File: src/rtl/life_pkg.sv
// Shared types for the serial Life engine.
package life_pkg;

    // Engine phase: idle/editing, evaluating cells, committing the delay line.
    typedef enum logic [1:0] {
        PH_IDLE   = 2'd0,
        PH_EVAL   = 2'd1,
        PH_COMMIT = 2'd2
    } phase_t;

endpackage

File: src/rtl/life_window.sv
// Neighbourhood gather and population count.
// Takes the field register whose bit 0 is the current cell, and the logical
// row/column of that cell. Reads the eight neighbour taps, masks those that
// fall outside the field and sums the 3x3 window including the centre.
// Assumes ROWS >= 2 and COLS >= 2, both powers of two.
module life_window #(
    parameter int ROWS = 8,
    parameter int COLS = 8
) (
    input  logic [ROWS*COLS-1:0]      field,
    input  logic [$clog2(ROWS)-1:0]   row,
    input  logic [$clog2(COLS)-1:0]   col,
    output logic                      centre,
    output logic [3:0]                count
);
    localparam int N    = ROWS * COLS;
    localparam int RW   = $clog2(ROWS);
    localparam int CW   = $clog2(COLS);
    // Tap positions relative to the current cell at bit 0.
    localparam int T_E  = 1;
    localparam int T_W  = N - 1;
    localparam int T_S  = COLS;
    localparam int T_SW = COLS - 1;
    localparam int T_SE = COLS + 1;
    localparam int T_N  = N - COLS;
    localparam int T_NW = N - COLS - 1;
    localparam int T_NE = N - COLS + 1;

    logic has_w, has_e, has_n, has_s;
    logic [7:0] nb;

    // Edge qualifiers: a neighbour exists only inside the field.
    always_comb begin
        has_w = (col != '0);
        has_e = (col != CW'(COLS - 1));
        has_n = (row != '0);
        has_s = (row != RW'(ROWS - 1));
    end

    // Masked neighbour bits.
    always_comb begin
        nb[0] = field[T_W]  & has_w;
        nb[1] = field[T_E]  & has_e;
        nb[2] = field[T_N]  & has_n;
        nb[3] = field[T_S]  & has_s;
        nb[4] = field[T_NW] & has_n & has_w;
        nb[5] = field[T_NE] & has_n & has_e;
        nb[6] = field[T_SW] & has_s & has_w;
        nb[7] = field[T_SE] & has_s & has_e;
    end

    assign centre = field[0];

    // Population count of the whole 3x3 window.
    always_comb begin
        count = {3'b000, field[0]};
        for (int i = 0; i < 8; i++) begin
            count = count + {3'b000, nb[i]};
        end
    end
endmodule

File: src/rtl/life_rule.sv
// Next-state rule on the 3x3 window population (centre included).
// A cell lives when the window holds 3, or holds 4 and the cell is alive.
module life_rule (
    input  logic [3:0] count,
    input  logic       alive,
    output logic       next_alive
);
    // Birth/survival decision.
    always_comb begin
        next_alive = (count == 4'd3) || ((count == 4'd4) && alive);
    end
endmodule

File: src/rtl/life_delay.sv
// Write-back delay line for new cell values.
// taps[0] holds the newest value; taps[k] the value pushed k pushes earlier.
// Shifts only when shift_en is high.
module life_delay #(
    parameter int DEPTH = 9
) (
    input  logic             clk,
    input  logic             rst_n,
    input  logic             shift_en,
    input  logic             din,
    output logic [DEPTH-1:0] taps
);
    // Push one result per evaluated cell.
    always_ff @(posedge clk) begin
        if (!rst_n) begin
            taps <= '0;
        end else if (shift_en) begin
            taps <= {taps[DEPTH-2:0], din};
        end
    end
endmodule

File: src/rtl/life_cursor.sv
// Editing cursor with per-axis saturation.
// Opposite moves sampled together cancel. Moves are taken only when en=1.
module life_cursor #(
    parameter int ROWS = 8,
    parameter int COLS = 8
) (
    input  logic                    clk,
    input  logic                    rst_n,
    input  logic                    en,
    input  logic                    up,
    input  logic                    down,
    input  logic                    left,
    input  logic                    right,
    output logic [$clog2(ROWS)-1:0] row,
    output logic [$clog2(COLS)-1:0] col
);
    localparam int RW = $clog2(ROWS);
    localparam int CW = $clog2(COLS);

    // Row coordinate: step toward row 0 or ROWS-1, clamped.
    always_ff @(posedge clk) begin
        if (!rst_n) begin
            row <= '0;
        end else if (en) begin
            if (up && !down && row != '0)
                row <= row - RW'(1);
            else if (down && !up && row != RW'(ROWS - 1))
                row <= row + RW'(1);
        end
    end

    // Column coordinate: step toward column 0 or COLS-1, clamped.
    always_ff @(posedge clk) begin
        if (!rst_n) begin
            col <= '0;
        end else if (en) begin
            if (left && !right && col != '0)
                col <= col - CW'(1);
            else if (right && !left && col != CW'(COLS - 1))
                col <= col + CW'(1);
        end
    end

    a_r8_cursor_frozen: assert property (@(posedge clk) disable iff (!rst_n)
        !en |=> ($stable(row) && $stable(col)));

    a_r6_up_step: assert property (@(posedge clk) disable iff (!rst_n)
        (en && up && !down && row != '0) |=> (row == $past(row) - RW'(1)));

    a_r6_right_step: assert property (@(posedge clk) disable iff (!rst_n)
        (en && right && !left && col != CW'(COLS - 1)) |=> (col == $past(col) + CW'(1)));

    a_r6_top_clamp: assert property (@(posedge clk) disable iff (!rst_n)
        (row == '0 && !(en && down && !up)) |=> (row == '0));
endmodule

File: src/rtl/life_serial_engine.sv
// Bit-serial Life generation engine (top).
// The field lives in one circular register. During a generation it rotates
// toward bit 0 once per clock, and bit 0 is the cell being evaluated. pos
// counts the logical index (row*COLS+col) of that cell. A new value waits in
// a COLS+1 deep delay line. It is written back at the slot where its old
// value has had its last reader. One commit cycle then stores the final COLS+1
// results. Since exactly N rotations have occurred, the register is aligned
// again when idle. Assumes ROWS, COLS >= 2, powers of two.
module life_serial_engine
    import life_pkg::*;
#(
    parameter int ROWS = 8,
    parameter int COLS = 8
) (
    input  logic                    clk,
    input  logic                    rst_n,
    input  logic                    step_req,
    input  logic                    mv_up,
    input  logic                    mv_down,
    input  logic                    mv_left,
    input  logic                    mv_right,
    input  logic                    flip,
    output logic                    busy,
    output logic                    done,
    output logic [$clog2(ROWS)-1:0] cur_row,
    output logic [$clog2(COLS)-1:0] cur_col,
    input  logic [$clog2(ROWS)-1:0] rd_row,
    input  logic [$clog2(COLS)-1:0] rd_col,
    output logic                    rd_cell
);
    localparam int N      = ROWS * COLS;
    localparam int RW     = $clog2(ROWS);
    localparam int CW     = $clog2(COLS);
    localparam int AW     = RW + CW;
    localparam int DEPTH  = COLS + 1;
    // Slot (after rotation) whose cell has just been read for the last time.
    localparam int WB_POS = N - COLS - 2;

    phase_t          phase;
    logic [N-1:0]    field, field_d;
    logic [AW-1:0]   pos;
    logic [AW-1:0]   cur_idx;
    logic [DEPTH-1:0] dly;
    logic            centre, new_val;
    logic [3:0]      count;

    assign busy    = (phase != PH_IDLE);
    assign cur_idx = {cur_row, cur_col};
    assign rd_cell = field[{rd_row, rd_col}];

    life_window #(.ROWS(ROWS), .COLS(COLS)) u_window (
        .field  (field),
        .row    (pos[AW-1:CW]),
        .col    (pos[CW-1:0]),
        .centre (centre),
        .count  (count)
    );

    life_rule u_rule (
        .count      (count),
        .alive      (centre),
        .next_alive (new_val)
    );

    life_delay #(.DEPTH(DEPTH)) u_delay (
        .clk      (clk),
        .rst_n    (rst_n),
        .shift_en (phase == PH_EVAL),
        .din      (new_val),
        .taps     (dly)
    );

    life_cursor #(.ROWS(ROWS), .COLS(COLS)) u_cursor (
        .clk   (clk),
        .rst_n (rst_n),
        .en    (!busy),
        .up    (mv_up),
        .down  (mv_down),
        .left  (mv_left),
        .right (mv_right),
        .row   (cur_row),
        .col   (cur_col)
    );

    // Phase sequencing: idle -> N evaluation steps -> one commit.
    always_ff @(posedge clk) begin
        if (!rst_n) begin
            phase <= PH_IDLE;
        end else begin
            unique case (phase)
                PH_IDLE:   if (step_req) phase <= PH_EVAL;
                PH_EVAL:   if (pos == AW'(N - 1)) phase <= PH_COMMIT;
                PH_COMMIT: phase <= PH_IDLE;
                default:   phase <= PH_IDLE;
            endcase
        end
    end

    // Logical index of the cell at bit 0; wraps back to 0 after N steps.
    always_ff @(posedge clk) begin
        if (!rst_n) begin
            pos <= '0;
        end else if (phase == PH_EVAL) begin
            pos <= pos + AW'(1);
        end
    end

    // Completion pulse, raised in the first idle cycle.
    always_ff @(posedge clk) begin
        if (!rst_n) begin
            done <= 1'b0;
        end else begin
            done <= (phase == PH_COMMIT);
        end
    end

    // Next field: edit, rotate with delayed write-back, or final commit.
    always_comb begin
        field_d = field;
        unique case (phase)
            PH_IDLE: begin
                if (flip && !step_req) field_d[cur_idx] = ~field[cur_idx];
            end
            PH_EVAL: begin
                field_d = {field[0], field[N-1:1]};
                if (pos >= AW'(DEPTH)) field_d[WB_POS] = dly[DEPTH-1];
            end
            PH_COMMIT: begin
                for (int k = 0; k < DEPTH; k++) field_d[N-1-k] = dly[k];
            end
            default: ;
        endcase
    end

    // Field register.
    always_ff @(posedge clk) begin
        if (!rst_n) begin
            field <= '0;
        end else begin
            field <= field_d;
        end
    end

    a_r2_done_after_busy: assert property (@(posedge clk) disable iff (!rst_n)
        $fell(busy) |-> done);

    a_r2_done_single: assert property (@(posedge clk) disable iff (!rst_n)
        done |=> !done);

    a_r3_busy_holds: assert property (@(posedge clk) disable iff (!rst_n)
        (phase == PH_EVAL) |=> busy);

    a_r2_aligned_commit: assert property (@(posedge clk) disable iff (!rst_n)
        (phase == PH_COMMIT) |-> (pos == '0));

    a_r10_idle_hold: assert property (@(posedge clk) disable iff (!rst_n)
        (!busy && !flip) |=> $stable(field));

    a_r7_single_flip: assert property (@(posedge clk) disable iff (!rst_n)
        (!busy && flip && !step_req) |=> ($countones(field ^ $past(field)) == 1));
endmodule

File: config.mk
export PLATFORM = sky130hd
export DESIGN_NAME = life_serial_engine
export DESIGN_NICKNAME = d
export VERILOG_FILES = /design/src/rtl/life_pkg.sv /design/src/rtl/life_window.sv /design/src/rtl/life_rule.sv /design/src/rtl/life_delay.sv /design/src/rtl/life_cursor.sv /design/src/rtl/life_serial_engine.sv
export SDC_FILE = /design/constraint.sdc
export NUM_CORES = 1
export LEC_CHECK = 0
export BUFFER_PORTS_ARGS = -buffer_cell sky130_fd_sc_hd__buf_4
export CAP_MARGIN = 40
export CORE_MARGIN = 2
export CORE_UTILIZATION = 55
export CTS_CLUSTER_SIZE = 14
export DETAILED_ROUTE_END_ITERATION = 10
export PLACE_DENSITY = 0.79
export SLEW_MARGIN = 25
export SYNTH_ARGS = -nofsm -noshare
export SYNTH_HDL_FRONTEND = slang
export SYNTH_SLANG_ARGS = --single-unit
File: constraint.sdc
create_clock -name clk -period 9.2 [get_ports clk]
set_input_delay 1.84 -clock clk [delete_from_list [all_inputs] [get_ports clk]]
set_output_delay 1.84 -clock clk [all_outputs]
set_load 0.02 [all_outputs]
* Yosys cells after proc, flatten, opt, wreduce, memory -nomap -nowiden
Cells that the tools add are included.
Operators by class: equality and inequality tests 12, $add $sub $neg 13, bitwise operators 14, magnitude comparators 4, reductions and logical operators 32, multiplexer cells 18
Operators by type and width (number):
- $pmux 55 s2 | 1
- $bwmux 64 | 1
- $mux 64 | 1
- $add 4x1->4 | 7
- $pmux 9 s3 | 1
- $reduce_bool 3->1 | 5
- $lt 6x7->1 const B | 2
- $and 1x1->1 | 12
- $bmux 1 s6 | 2
- $mux 3 | 4
- $ne 3x3->1 const B | 4
- $logic_and 1x1->1 | 11
- $reduce_and 2->1 | 5
- $reduce_bool 2->1 | 4
- $add 3x1->3 const B | 2
- $add 6x1->6 const B | 1
- $demux 1 s6 | 1
- $eq 6x6->1 const B | 1
- $ge 6x1->1 const B | 1
- $ge 6x4->1 const B | 1
- $ne 2x2->1 const B | 3
- $sub 3x1->3 const B | 2
- $logic_not 1->1 | 5
- $eq 4x2->1 const B | 1
- other kinds (10) | 15
Word-level totals: register bits after elaboration 88

* Longest topological paths before layout
Gate-level depths: netlist of the first run.
word-level depth 13, mapped depth 18, depth with buffers taken out 18

* Cells and area by module
Synthesis of the first run repeated with hierarchy kept, for this count alone.
Second synthesis, totals: cells, all modules 872, area total of the unflattened synthesis 6775.2 um2
By module, submodules not included:
- life_serial_engine | times used 1, seq. area each 1461.4 um2, area each 5740.5 um2, cells an instance 764
- life_cursor | times used 1, seq. area each 120.1 um2, area each 427.9 um2, cells an instance 50
- life_delay | times used 1, seq. area each 180.2 um2, area each 337.8 um2, cells an instance 28
- life_window | times used 1, seq. area each 0.0 um2, area each 245.2 um2, cells an instance 27
- life_rule | times used 1, seq. area each 0.0 um2, area each 23.8 um2, cells an instance 3

* Worst setup path after synthesis of the first run
Ideal clock, no wire load.
path kind input port to output port, start input rd_col[1], end output rd_cell, arrival 3.797 ns, setup slack 3.563 ns, buffers on the path 2, cell stages on the path 5, cells stage by stage clkbuf_1 > clkbuf_1 > mux4_2 > mux4_2 > mux4_2
On the way: cells in the longest elaborated chain, start to end 2
RTL lines:
- from (decl) | line life_serial_engine.sv:28 | input logic [$clog2(COLS)-1:0] rd_col,
- $bmux 1 s6 | line life_serial_engine.sv:49 | assign rd_cell = field[{rd_row, rd_col}];
- $mux 1 (implied by the code) | line life_serial_engine.sv:49
- to (decl) | line life_serial_engine.sv:29 | output logic rd_cell
No other way between the ends. The select of a mux whose other input is x is not followed.

* Final worst setup path of the first run
start input rd_col[0], end output rd_cell
Same word-level chain as after synthesis.

==> run metrics, run 1 <==
status finished, final reports clean; TritonCTS clock tree done; latest clock arrival within the worst-skew pair 0.35 ns; setup TNS 0 ns; vias in the first global route 5965; ys flop type dfxtp_1; DR vias between 6000 and 7000; GR peak layer met2; DR pass1 iterations 6; met1 GRT Util about 43%; fmax 175.7 MHz; Routed WL 20690 um; worst hold start pos[5]; Worst setup EP type output port; initial antenna violation count 0; core footprint 11960 um^2; Worst setup SP type input port; Die ar. 13090 um^2; Post-route DRC 0; port bufs 22; Max VDD drop 0.09165 mV; row cnt 40; Hold Path Sink pos[5]; cts bufs inserted 9; worst relative slew slack 36.77%; ranking of synthesized cells by area dfxtp_1 (26%), a32o_1 (7.8%), nand2_1 (7.2%); share of cells above drive strength 1 about 10%; GR Util met3 7.623%; area delta synth->final 7.707%; WS Path Type input port to output port; sinks on the clock net 88; path category of the worst min-delay check flop to flop; fin crit period 5.693 ns; final RePlAce weighted congestion 0.9537; drt initial violations 1343; dpl cell area between 6000 and 7000 um^2; Reg clk slew, reported paths about 0.06 ns; critical path arrival 3.85 ns; Synth area leader dfxtp_1; synthesized area 6705 um^2; area occupied by multi-input gates 4556 um^2; Avg Vias per Cell 6.939; post-synthesis sequential area ratio 26.27%; Post-synth EDFFs 0; Reg2Reg Depth 18; Detail Route Antenna Nets 0; Yosys reg bits 88; final instance area 7222 um^2; flop-to-flop setup slack 5.01 ns; postcts setup bufs 0; I/O pin cnt 23; Required @ worst endpoint 7.36 ns; Final setup viols 0; cts hold-fix bufs 0; cell leakage power 0.002684 uW; asr flop ratio synth 0%; worst hold path stage count 2; post-synth cell types 48; max-cap violation count 0; clk buf depth 2; Clock Root Buffer clkbuf_16; ant diodes 0; Power per Cell Area 169.2 nW/um^2; fill count 1046; GRT Overall Usage between 30% and 40%; Register Area 1763 um^2; final slew viol count 0; Mean Syn Cell Area 7.734 um^2; Least-Margin Pin Slew 0.9464 ns; syn_nets roughly 900; Yosys warnings 0; grt ovf 0; Die Height approximately 110 um; largest net degree at the start of global routing 65; Clock Skews 0.004869 ns; DR WL/cell 21.01 um; post-synth top area share 26.27%; Final HPWL DP between 10000 and 15000 um; Die Wd 114.4 um; final period utilization 61.88%; R2R Path End u_delay.taps[0]; Initial Util between 50% and 60%; final hold viol count 0; met2 usage 45.64%; post-layout util 60.38%; H-tree level count 3; Total Power 1222 uW; Final #Nets around 870; global-route wire length before repair 32400 um; Gate Count Post-Synth 867; crit path max fanout 16; RSZ-0062 raised after global routing no; post-CTS sizing 0; RR Startpoint pos[0]
## logic make-up after synthesis
family                     after synthesis  synth area share (%)
AOI/OAI and AO/OA                      278                 27.93
xor gates and xnor gates                 8                 1.045
adders and majority gates               22                 4.889
buffers and inverters                  104                 6.344
DFF                                     88                 26.27
muxes                                   66                 13.77
and+or+nand+nor                        301                 19.74
## layout make-up
cell class / count / area share, %
clock buffer: 13 / 3.465
clock inverter: 3 / 0.9009
timing repair buffer: 38 / 4.505
multi-input combinational: 675 / 63.08
inverter: 21 / 1.091
sequential: 88 / 24.41
tap: 147 / 2.547
## synthesized netlist by cell type, types with 10 or more instances
library cell and count:
a21oi_1 80, a22oi_1 28, a32o_1 52, and2_1 13, buf_2 13, clkbuf_1 59
dfxtp_1 88, ha_1 15, inv_1 20, mux2i_1 45, mux4_2 21, nand2_1 129
nand3_1 10, nor2_1 102, o21a_1 30, o21ai_0 67
## worst max-delay path, cell delays in order
cell    delay (ns)
buf_4         0.27
mux4_2        0.56
mux4_2        0.50
mux4_2        0.51
buf_4         0.18
## worst max path at each step
stage	start	to	slack [ns]
floorplan	rd_col[1]	rd_cell	3.56
global placement	rd_col[0]	rd_cell	3.56
detailed placement	rd_col[0]	rd_cell	3.51
CTS	rd_col[0]	rd_cell	3.52
global route	rd_col[0]	rd_cell	3.47
finish	rd_col[0]	rd_cell	3.51
## routing by layer
| metal | vias to the layer above | part of all wire, % |
|---|---|---|
| met2 | 513 | 43 |
| met5 | - | 0 |
| li1 | 3065 | - |
| met1 | 3149 | 40 |
| met3 | 108 | 12 |
| met4 | 0 | 4.9 |
## report_power, final
| part | internal (uW) | switching, uW | leakage [uW] |
|---|---|---|---|
| sequential | 397 | 37.4 | 0.000711 |
| combinational | 130 | 252 | 0.00182 |
| clock | 246 | 160 | 0.000154 |
## state kept, by name (all words and copies together), names as in the netlist
register / count
done: 1
field: 64
u_cursor.col: 3
u_cursor.row: 3
phase: 2
u_delay.taps: 9
pos: 6
## layout by cell type (no fill, tap or decap), types with 6 or more instances in the layout
cell type and instances:
a21oi_1 80, a22oi_1 28, a32o_1 52, and2_1 13, and3b_1 6, buf_4 36, clkbuf_16 9, dfxtp_1 87
fa_1 7, ha_1 14, inv_1 20, mux2i_1 44, mux4_2 21, nand2_1 129, nand3_1 10, nor2_1 101
nor3b_1 7, o21a_1 30, o21ai_0 67, o2bb2ai_1 6
## per-stage QoR
stage / instances / setup WS, ns / hold slack, ns
global placement: 966 / 3.557 / 0.5021
detailed placement: 968 / 3.513 / 0.5137
global route: 985 / 3.470 / 0.5601
floorplan: 867 / 3.563 / 0.4790
CTS: 984 / 3.524 / 0.5253
finish: 985 / 3.507 / 0.5269
Power figures use the tool's default switching activity.
==> run 2, diff against run 1 <==
--- a/config.mk
+++ b/config.mk
@@ -11,7 +11,7 @@
 export CORE_UTILIZATION = 55
 export CTS_CLUSTER_SIZE = 14
 export DETAILED_ROUTE_END_ITERATION = 10
-export PLACE_DENSITY = 0.79
+export PLACE_DENSITY = 0.82
 export SLEW_MARGIN = 25
 export SYNTH_ARGS = -nofsm -noshare
 export SYNTH_HDL_FRONTEND = slang
==> constraint.sdc (replaced) <==
create_clock -name clk -period 5.2 [get_ports clk]
set_input_delay 1.04 -clock clk [delete_from_list [all_inputs] [get_ports clk]]
set_output_delay 1.04 -clock clk [all_outputs]
set_load 0.02 [all_outputs]
==> run 2 against run 1 <==
  * Sequential power is 76% higher
  * Worst hold slack worse by 0.012 ns
  * Critical path depth increased by 13
  * Largest cell class unchanged
  * Global-route usage down 0.38 points
  * Design area down 0.36%
  * Die area unchanged
==> run metrics, run 2 (synthesis results as in run 1) <==
Post-route DRC 0; TritonCTS clock tree done; Total Power around 2100 uW; clock share of power 31.5%; final RePlAce weighted congestion 0.9852; Clock Skews 0.007861 ns; critical path arrival 4.48 ns; initial antenna violation count 0; post-CTS sizing 0; WS Path Type flop to flop; worst hold start pos[5]; ant diodes 0; Routed WL 20240 um; Die Wd roughly 110 um; flop-to-flop setup slack 1.01 ns; share of cells above drive strength 1 between 10% and 20%; Largest register FFs 64; H-tree level count 3; Detail Route Antenna Nets 0; RSZ-0062 raised after global routing no; fin crit period 4.191 ns; vias in the first global route 5985; core footprint 11960 um^2; Die ar. about 13000 um^2; Least-Margin Pin Slew 0.8985 ns; crit path max fanout 5; commonest cells after routing, fill and taps aside nand2_1 (129), nor2_1 (101), dfxtp_1 (87); final instance area 7196 um^2; clk buf depth 2; GRT Overall Usage roughly 31%; path category of the worst min-delay check flop to flop; DR WL/cell 20.57 um; grt ovf 0; global-route wire length before repair ~32000 um; Die Height about 110 um; Reg2Reg Depth 18; final period utilization 80.59%; final hold slack between 0.5 and 0.6 ns; Required @ worst endpoint 5.49 ns; Switch Pwr 785.5 uW; Regs by FF count field: 64 flops, u_delay.taps: 9 flops, pos: 6 flops; Register Area 1763 um^2; largest net degree at the start of global routing 64; Final #Nets 869; R2R Path End u_delay.taps[0]; area delta synth->final 7.315%; max-cap violation count 0; Worst setup SP type flop; commonest non-fill, non-tap cell in the layout nand2_1; Avg Vias per Cell 6.908; RR Startpoint pos[0]; Hold Path Sink pos[5]; Max VDD drop 0.1846 mV; fill count between 1000 and 1500; dpl cell area 6872 um^2; Sw Ratio a little under two fifths; sinks on the clock net 88; largest reg by FF count field; drt initial violations 1234; Logic pwr share 32.0%; worst hold path stage count 2; final slew viol count 0; Worst setup EP type flop; setup TNS 0 ns; row cnt 40; cts bufs inserted 9; P_int 1315 uW; DR pass1 iterations 8; postcts setup bufs 0; Clock Root Buffer clkbuf_16; latest clock arrival within the worst-skew pair 0.36 ns; worst relative slew slack between 30% and 40%; Final HPWL DP approximately 13000 um; area occupied by multi-input gates 4556 um^2; Initial Util 56.06%; Reg clk slew, reported paths 0.06 ns; final hold viol count 0; cts hold-fix bufs 0; fmax 238.6 MHz; Final setup viols 0; DR vias between 6000 and 7000; cell leakage power approximately 0.0027 uW; I/O pin cnt 23; status finished, final reports clean; Power per Cell Area 292.0 nW/um^2; Sequential Power Share 36.5%; port bufs 22
-- run 2: cell count changes in the layout (fill, tap and decap cells not counted) --
cell,previous run,this run
bufinv_16,2,1
clkbuf_1,3,2
clkinvlp_4,0,1
-- run 2: worst max-delay path, stage by stage (launching register included) --
cell	delay, ns
dfxtp_1	0.36
inv_1	0.10
ha_1	0.14
nand2b_1	0.09
and2_1	0.17
ha_1	0.27
inv_1	0.05
fa_1	0.50
fa_1	0.54
inv_1	0.05
fa_1	0.54
ha_1	0.16
inv_1	0.05
fa_1	0.45
nor2b_1	0.13
o22ai_1	0.08
a211oi_1	0.21
mux2i_1	0.11
nor2_1	0.12
-- run 2: how the worst max path moves through the flow --
stage               startpoint              end  slack (ns)  cells past startpoint
finish                  pos[0]  u_delay.taps[0]        1.01                     18
global placement        pos[0]  u_delay.taps[0]        1.14                     18
detailed placement      pos[0]  u_delay.taps[0]        1.02                     18
CTS                     pos[0]  u_delay.taps[0]        0.97                     18
global route            pos[1]  u_delay.taps[0]        0.72                     18
floorplan            rd_col[1]          rd_cell        1.16                      5
-- run 2: power groups by stage --
stage / Combinational [uW] / Sequential (uW) / Clock, uW
CTS: 650 / 764 / 657
global route: 722 / 770 / 686
detailed placement: 645 / 779 / 0
finish: 671 / 767 / 662
global placement: 617 / 788 / 0
floorplan: 487 / 747 / 0
-- run 2: metrics by stage --
| step | util [%] | setup WS [ns] | cells |
|---|---|---|---|
| 2_1_floorplan | - | 1.163 | 867 |
| 3_3_place_gp | 57.22 | 1.142 | 966 |
| 3_5_place_dp | 57.45 | 1.016 | 967 |
| 4_1_cts | 59.86 | 0.9714 | 982 |
| 5_1_grt | 60.16 | 0.7174 | 984 |
| 6_report | 60.16 | 1.009 | 984 |
-- run 2: layer usage --
metal,global-route usage (%),routed length [um],up-vias
li1,-,-,3057
met1,43.06,7979,3146
met2,44.77,8827,491
met3,7.411,2440,103
met4,16.83,995,0
met5,0,0,-
-- run 2: cell type report --
cell class,count,area share (%)
Tap cell,147,2.556
Sequential cell,88,24.50
Clock buffer,12,3.425
Timing Repair Buffer,38,4.521
Inverter,21,1.095
Clock inverter,3,0.5912
Multi-Input combinational cell,675,63.31
